## src/rtl/swg_pkg.sv

```systemverilog
package swg_pkg;
  localparam int STAT_W  = 8;
  localparam int LOCK_BIT = 7;
  localparam int BP_HI   = 3;
  localparam int BP_LO   = 2;
  localparam int WEL_BIT = 1;

  typedef struct packed {
    logic setWel;
    logic clrWel;
    logic loadStat;
  } swgCtlT;

  typedef enum logic [1:0] {
    PROT_NONE    = 2'b00,
    PROT_QUARTER = 2'b01,
    PROT_HALF    = 2'b10,
    PROT_ALL     = 2'b11
  } protSelT;
endpackage

```

## src/rtl/swg_ctrl.sv

```systemverilog
module swg_ctrl
  import swg_pkg::*;
(
  input  logic   clk,
  input  logic   rstN,
  input  logic   setEnStb,
  input  logic   clrEnStb,
  input  logic   statWrStb,
  input  logic   wpPin,
  input  logic   welIn,
  input  logic   lockIn,
  output swgCtlT ctl,
  output logic   statWrOk
);
  // Permission for a status write: latch set, and lock either open or overridden by the pin.
  always_comb begin
    statWrOk     = welIn && (!lockIn || wpPin);
    ctl.clrWel   = clrEnStb;
    ctl.setWel   = setEnStb && !clrEnStb;   // clear has priority
    ctl.loadStat = statWrStb && statWrOk;   // pin taken at strobe cycle
  end

  // no latch, no status permit
  assert_wel_gate_R3: assert property (@(posedge clk) disable iff (!rstN)
    !welIn |-> (!statWrOk && !ctl.loadStat));

  // locked register with low pin never loads
  assert_lock_pin_R6: assert property (@(posedge clk) disable iff (!rstN)
    (lockIn && !wpPin) |-> !ctl.loadStat);

  // set and clear never both requested
  assert_latch_excl_R2: assert property (@(posedge clk) disable iff (!rstN)
    !(ctl.setWel && ctl.clrWel));
endmodule

```

## src/rtl/swg_regs.sv

```systemverilog
module swg_regs
  import swg_pkg::*;
#(
  parameter int ADDR_W = 15
) (
  input  logic              clk,
  input  logic              rstN,
  input  swgCtlT            ctl,
  input  logic [STAT_W-1:0] wrData,
  input  logic [ADDR_W-1:0] wrAddr,
  output logic [STAT_W-1:0] statQ,
  output logic              welOut,
  output logic              lockOut,
  output logic              memWrOk
);
  localparam int TOP_HI = ADDR_W - 1;
  localparam int TOP_LO = ADDR_W - 2;

  logic [STAT_W-1:0] statNxt;
  protSelT           protSel;
  logic              inProt;

  always_comb begin
    statNxt = statQ;
    if (ctl.loadStat) begin
      statNxt          = wrData;
      statNxt[WEL_BIT] = statQ[WEL_BIT];   // latch is not loaded from data
    end
    if (ctl.clrWel)      statNxt[WEL_BIT] = 1'b0;
    else if (ctl.setWel) statNxt[WEL_BIT] = 1'b1;
  end

  always_ff @(posedge clk or negedge rstN) begin
    if (!rstN) statQ <= '0;
    else       statQ <= statNxt;
  end

  assign welOut  = statQ[WEL_BIT];
  assign lockOut = statQ[LOCK_BIT];
  assign protSel = protSelT'(statQ[BP_HI:BP_LO]);

  // Range decode from the two top address bits.
  always_comb begin
    unique case (protSel)
      PROT_NONE:    inProt = 1'b0;
      PROT_QUARTER: inProt = wrAddr[TOP_HI] && wrAddr[TOP_LO];
      PROT_HALF:    inProt = wrAddr[TOP_HI];
      default:      inProt = 1'b1;
    endcase
  end

  assign memWrOk = welOut && !inProt;

  assert_set_latch_R2: assert property (@(posedge clk) disable iff (!rstN)
    ctl.setWel |=> statQ[WEL_BIT]);

  assert_clr_latch_R2: assert property (@(posedge clk) disable iff (!rstN)
    ctl.clrWel |=> !statQ[WEL_BIT]);

  assert_refused_keep_R7: assert property (@(posedge clk) disable iff (!rstN)
    (!ctl.loadStat && !ctl.setWel && !ctl.clrWel) |=> $stable(statQ));

  assert_wel_kept_R8: assert property (@(posedge clk) disable iff (!rstN)
    (ctl.loadStat && !ctl.setWel && !ctl.clrWel) |=> $stable(statQ[WEL_BIT]));

  assert_all_prot_R4: assert property (@(posedge clk) disable iff (!rstN)
    (statQ[BP_HI:BP_LO] == 2'b11) |-> !memWrOk);

  assert_no_latch_mem_R3: assert property (@(posedge clk) disable iff (!rstN)
    !statQ[WEL_BIT] |-> !memWrOk);
endmodule

```

## src/rtl/prot_status_unit.sv

```systemverilog
module prot_status_unit
  import swg_pkg::*;
#(
  parameter int ADDR_W = 15
) (
  input  logic              clk,
  input  logic              rstN,
  input  logic              setEnStb,
  input  logic              clrEnStb,
  input  logic              statWrStb,
  input  logic [7:0]        statWrData,
  input  logic [ADDR_W-1:0] wrAddr,
  input  logic              wpPin,
  output logic [7:0]        statusByte,
  output logic              memWrOk,
  output logic              statWrOk
);
  swgCtlT ctl;
  logic   welQ;
  logic   lockQ;

  swg_ctrl u_ctrl (
    .clk       (clk),
    .rstN      (rstN),
    .setEnStb  (setEnStb),
    .clrEnStb  (clrEnStb),
    .statWrStb (statWrStb),
    .wpPin     (wpPin),
    .welIn     (welQ),
    .lockIn    (lockQ),
    .ctl       (ctl),
    .statWrOk  (statWrOk)
  );

  swg_regs #(.ADDR_W(ADDR_W)) u_regs (
    .clk     (clk),
    .rstN    (rstN),
    .ctl     (ctl),
    .wrData  (statWrData),
    .wrAddr  (wrAddr),
    .statQ   (statusByte),
    .welOut  (welQ),
    .lockOut (lockQ),
    .memWrOk (memWrOk)
  );
endmodule

```

## config.mk

```make
export PLATFORM = sky130hd
export DESIGN_NAME = prot_status_unit
export DESIGN_NICKNAME = d
export VERILOG_FILES = /design/src/rtl/swg_pkg.sv /design/src/rtl/swg_ctrl.sv /design/src/rtl/swg_regs.sv /design/src/rtl/prot_status_unit.sv
export SDC_FILE = /design/constraint.sdc
export NUM_CORES = 1
export LEC_CHECK = 0
export BUFFER_PORTS_ARGS = -buffer_cell sky130_fd_sc_hd__buf_2
export CORE_AREA = 2 2 39 41
export CTS_CLUSTER_SIZE = 8
export DETAILED_ROUTE_END_ITERATION = 7
export DIE_AREA = 0 0 41 43
export PLACE_DENSITY_LB_ADDON = 0.2
export SLEW_MARGIN = 20
export SYNTH_ARGS = -nofsm -noshare
export SYNTH_HDL_FRONTEND = slang
export SYNTH_HIERARCHICAL = 1
export SYNTH_SLANG_ARGS = --single-unit
```

## constraint.sdc

```tcl
create_clock -name clk -period 1.5 [get_ports clk]
set_clock_uncertainty 0.2 [all_clocks]
set_input_delay 0.15 -clock clk [delete_from_list [all_inputs] [get_ports clk]]
set_output_delay 0.15 -clock clk [all_outputs]
set_load 0.02 [all_outputs]
```

==> run_results.csv <==
group,metric,value,unit
outcome,outcome,"finished, final reports clean",
synthesis,synth-seq-area-share,51.6,%
detailed_routing,vias_per_cell,4.11,
finish,antenna_cells,0,
clock_network,clk_pin_slew,60,ps
detailed_routing,routed_wl,873,um
placement,port_buffers,24,
worst_hold_path,hold_path_depth,4,
synthesis,synth_top_area_share,51.6,%
clock_network,h-tree-depth,1,
setup_path,critPathSlowestCell,"dfrtp_1",
setup_path,critPathRequiredTime,1430,ps
setup_path,crit_type,"reg -> reg",
global_routing,met3_usage,4.71,%
setup_path,arrival,1340,ps
setup_path,crit_path_end_kind,"flip-flop",
setup_path,cp_num_buf_inv,1,
synthesis,synth_seq_cells,8,
timing,setup_viol,0,
detailed_routing,drc,0,
detailed_routing,drtIter0Drc,2,
setup_path,critPathMaxStageDelay,390,ps
floorplanning,num_rows,14,
detailed_routing,ant_nets,0,
worst_hold_path,hp-class,"in -> reg",
timing,rsz0062_at_grt,"false",
setup_path,cp_max_fo,4,
global_routing,grt.total_usage,11.9,%
floorplanning,die_h,43,um
synthesis,synth_cell_type_count,11,
power_and_ir_drop,irDropWorstVdd,0.000514,V
setup_path,worst_r2r_endpoint,"u_regs/statQ[6]",
setup_path,r2r_slack,90,ps
detailed_routing,num_vias,329,
global_routing,grt_max_degree,9,
timing,hold_viol,0,
power_and_ir_drop,power.total,784,uW
synthesis,avgSynthCellArea,13.9,um^2
global_routing,grt_antenna_before_repair,0,
timing,fin_tns_setup,0,ps
floorplanning,ios,39,
detailed_routing,routedWlPerCell,10.9,um
synthesis,synth_nets,57,
power_and_ir_drop,p_leak,0.340,nW
placement,gp_routability_congestion,0.563,
global_routing,grt_pass1_vias,323,
finish,n_fill_cell,143,
finish,drive_above_1_share,59.4,%
floorplanning,coreArea,1380,um^2
global_routing,met1_usage,14.0,%
synthesis,yosys-top-cells-area,"dfrtp_1 52%, mux2_4 27%, buf_4 5.8%",
clock_network,clk_path_buf_depth,2,
global_routing,grt_first_pass_wirelength,1.36,mm
timing,fmax,0.709,GHz
run,maxCapViolCount,0,
finish,top_regs,"u_regs/statQ (8)",
setup_path,rr_startpoint,"u_regs/statQ[7]",
synthesis,netlist.top_cell.by_area,"dfrtp_1",
timing,worstMarginPinSlew,193,ps
synthesis,syn_area,388,um^2
finish,largest-register,"u_regs/statQ",
setup_path,crit_path_cell_trace,"nand2b_1, and3_1, buf_4, mux2_4",
floorplanning,initial_core_util,28.0,%
global_routing,top_usage_layer,"met2",
power_and_ir_drop,power.density,1230,nW/um^2
synthesis,synth_cells,28,
timing,fin_crit_sh,94.0,%
timing,period_minus_slack,1410,ps
finish,nets,95,
timing,drv_slew,0,
floorplanning,die_area,1760,um^2
global_routing,grt_overflow,0,
clock_network,cts.sinks,8,
clock_network,insertion_delay,250,ps
timing,slew_headroom,87.1,%
clock_network,cts_tree,"built",
placement,place_hpwl,618,um
floorplanning,die_w,41,um
global_routing,use_met2,18.8,%
clock_network,numCtsBuffers,3,
setup_path,path_delay_family,"flip-flops",
worst_hold_path,min_to,"u_regs/statQ[1]",
setup_path,worstRegToRegCells,4,
synthesis,ys_warn_count,6,
finish,area_growth,64.8,%
clock_network,cts_root_buf,"clkbuf_4",
setup_path,start_kind,"flip-flop",
detailed_routing,first_pass_iters,4,
worst_hold_path,hp-start,"setEnStb",
finish,largest_reg_flops,8,
[report_power, final]
group / total, mW / internal (mW) / switching (mW)
clock: 0.162 / 0.0914 / 0.0707
sequential: 0.311 / 0.274 / 0.0375
combinational: 0.311 / 0.167 / 0.144
total: 0.784 / 0.533 / 0.252
[cell usage in the layout, fill, tap and decap left out]
master          n
mux2_4          7
nor2b_1         1
dlygate4sd3_1   9
and2_1          1
clkbuf_4        3
o21ai_1         1
buf_2          23
dfrtp_1         8
buf_4           5
nand3_1         1
and3_1          2
nor2_1          2
nand2b_1        1
[worst register-to-register path, cell delays in order, from the launching register on]
cell	delay, ps
dfrtp_1	390
nand2b_1	80
and3_1	180
buf_4	150
mux2_4	300
[kinds of logic after synthesis]
family	Yosys count	synth area share [%]
muxes	7	27.1
AOI/OAI and AO/OA	1	1.29
buffers and inverters	4	8.71
and+or+nand+nor	8	11.3
DFF	8	51.6
[worst max-delay path by stage]
stage                         start              end  slack, ps  cells past startpoint
global placement    u_regs/statQ[7]  u_regs/statQ[0]         90                      4
finish              u_regs/statQ[7]  u_regs/statQ[6]         90                      4
CTS                 u_regs/statQ[2]          memWrOk         30                      3
global route        u_regs/statQ[7]  u_regs/statQ[4]          7                      4
detailed placement  u_regs/statQ[7]  u_regs/statQ[6]         90                      4
floorplan           u_regs/statQ[7]  u_regs/statQ[0]        150                      4
[through the flow]
step | std cells | cell area, um^2 | setup slack, ps | util, % | hold slack [ps]
2_1_floorplan | 28 | 388 | 148 | - | -346
3_3_place_gp | 67 | 517 | 86.1 | 37.3 | -197
3_5_place_dp | 67 | 517 | 88.6 | 37.3 | -193
4_1_cts | 79 | 629 | 31.6 | 45.5 | 37.3
5_1_grt | 80 | 639 | 6.63 | 46.2 | 83.4
6_report | 80 | 639 | 89.6 | 46.2 | 39.9
[per-layer routing]
| layer | wire [um] | vias to the layer above |
|---|---|---|
| met5 | 0 | - |
| met4 | 0 | 0 |
| met3 | 55 | 0 |
| met2 | 456 | 14 |
| met1 | 361 | 148 |
| li1 | - | 167 |
[area by class of cell]
class | count | area [um^2] | area share (%)
clock buffer | 3 | 22.5 | 3.52
multi-input combinational | 16 | 154 | 24.1
sequential | 8 | 200 | 31.3
tap | 16 | 20.0 | 3.13
timing repair buffer | 37 | 243 | 38.0
[cells in the mapped netlist]
master	n
dfrtp_1	8
mux2_4	7
buf_4	3
and3_1	2
nor2_1	2
and2_1	1
buf_6	1
nand2b_1	1
nand3_1	1
nor2b_1	1
o21ai_0	1
[repair_timing]
| item | 4_1_cts | 5_1_grt |
|---|---|---|
| hold buffers | 9 | 0 |
| endpoints found under the setup margin | 0 | 1 |
| resized for setup | 0 | 2 |
| endpoints found under the hold margin | 16 | 0 |
| setup buffers | 0 | 1 |
Note: power is estimated with default switching activity, not from simulation.
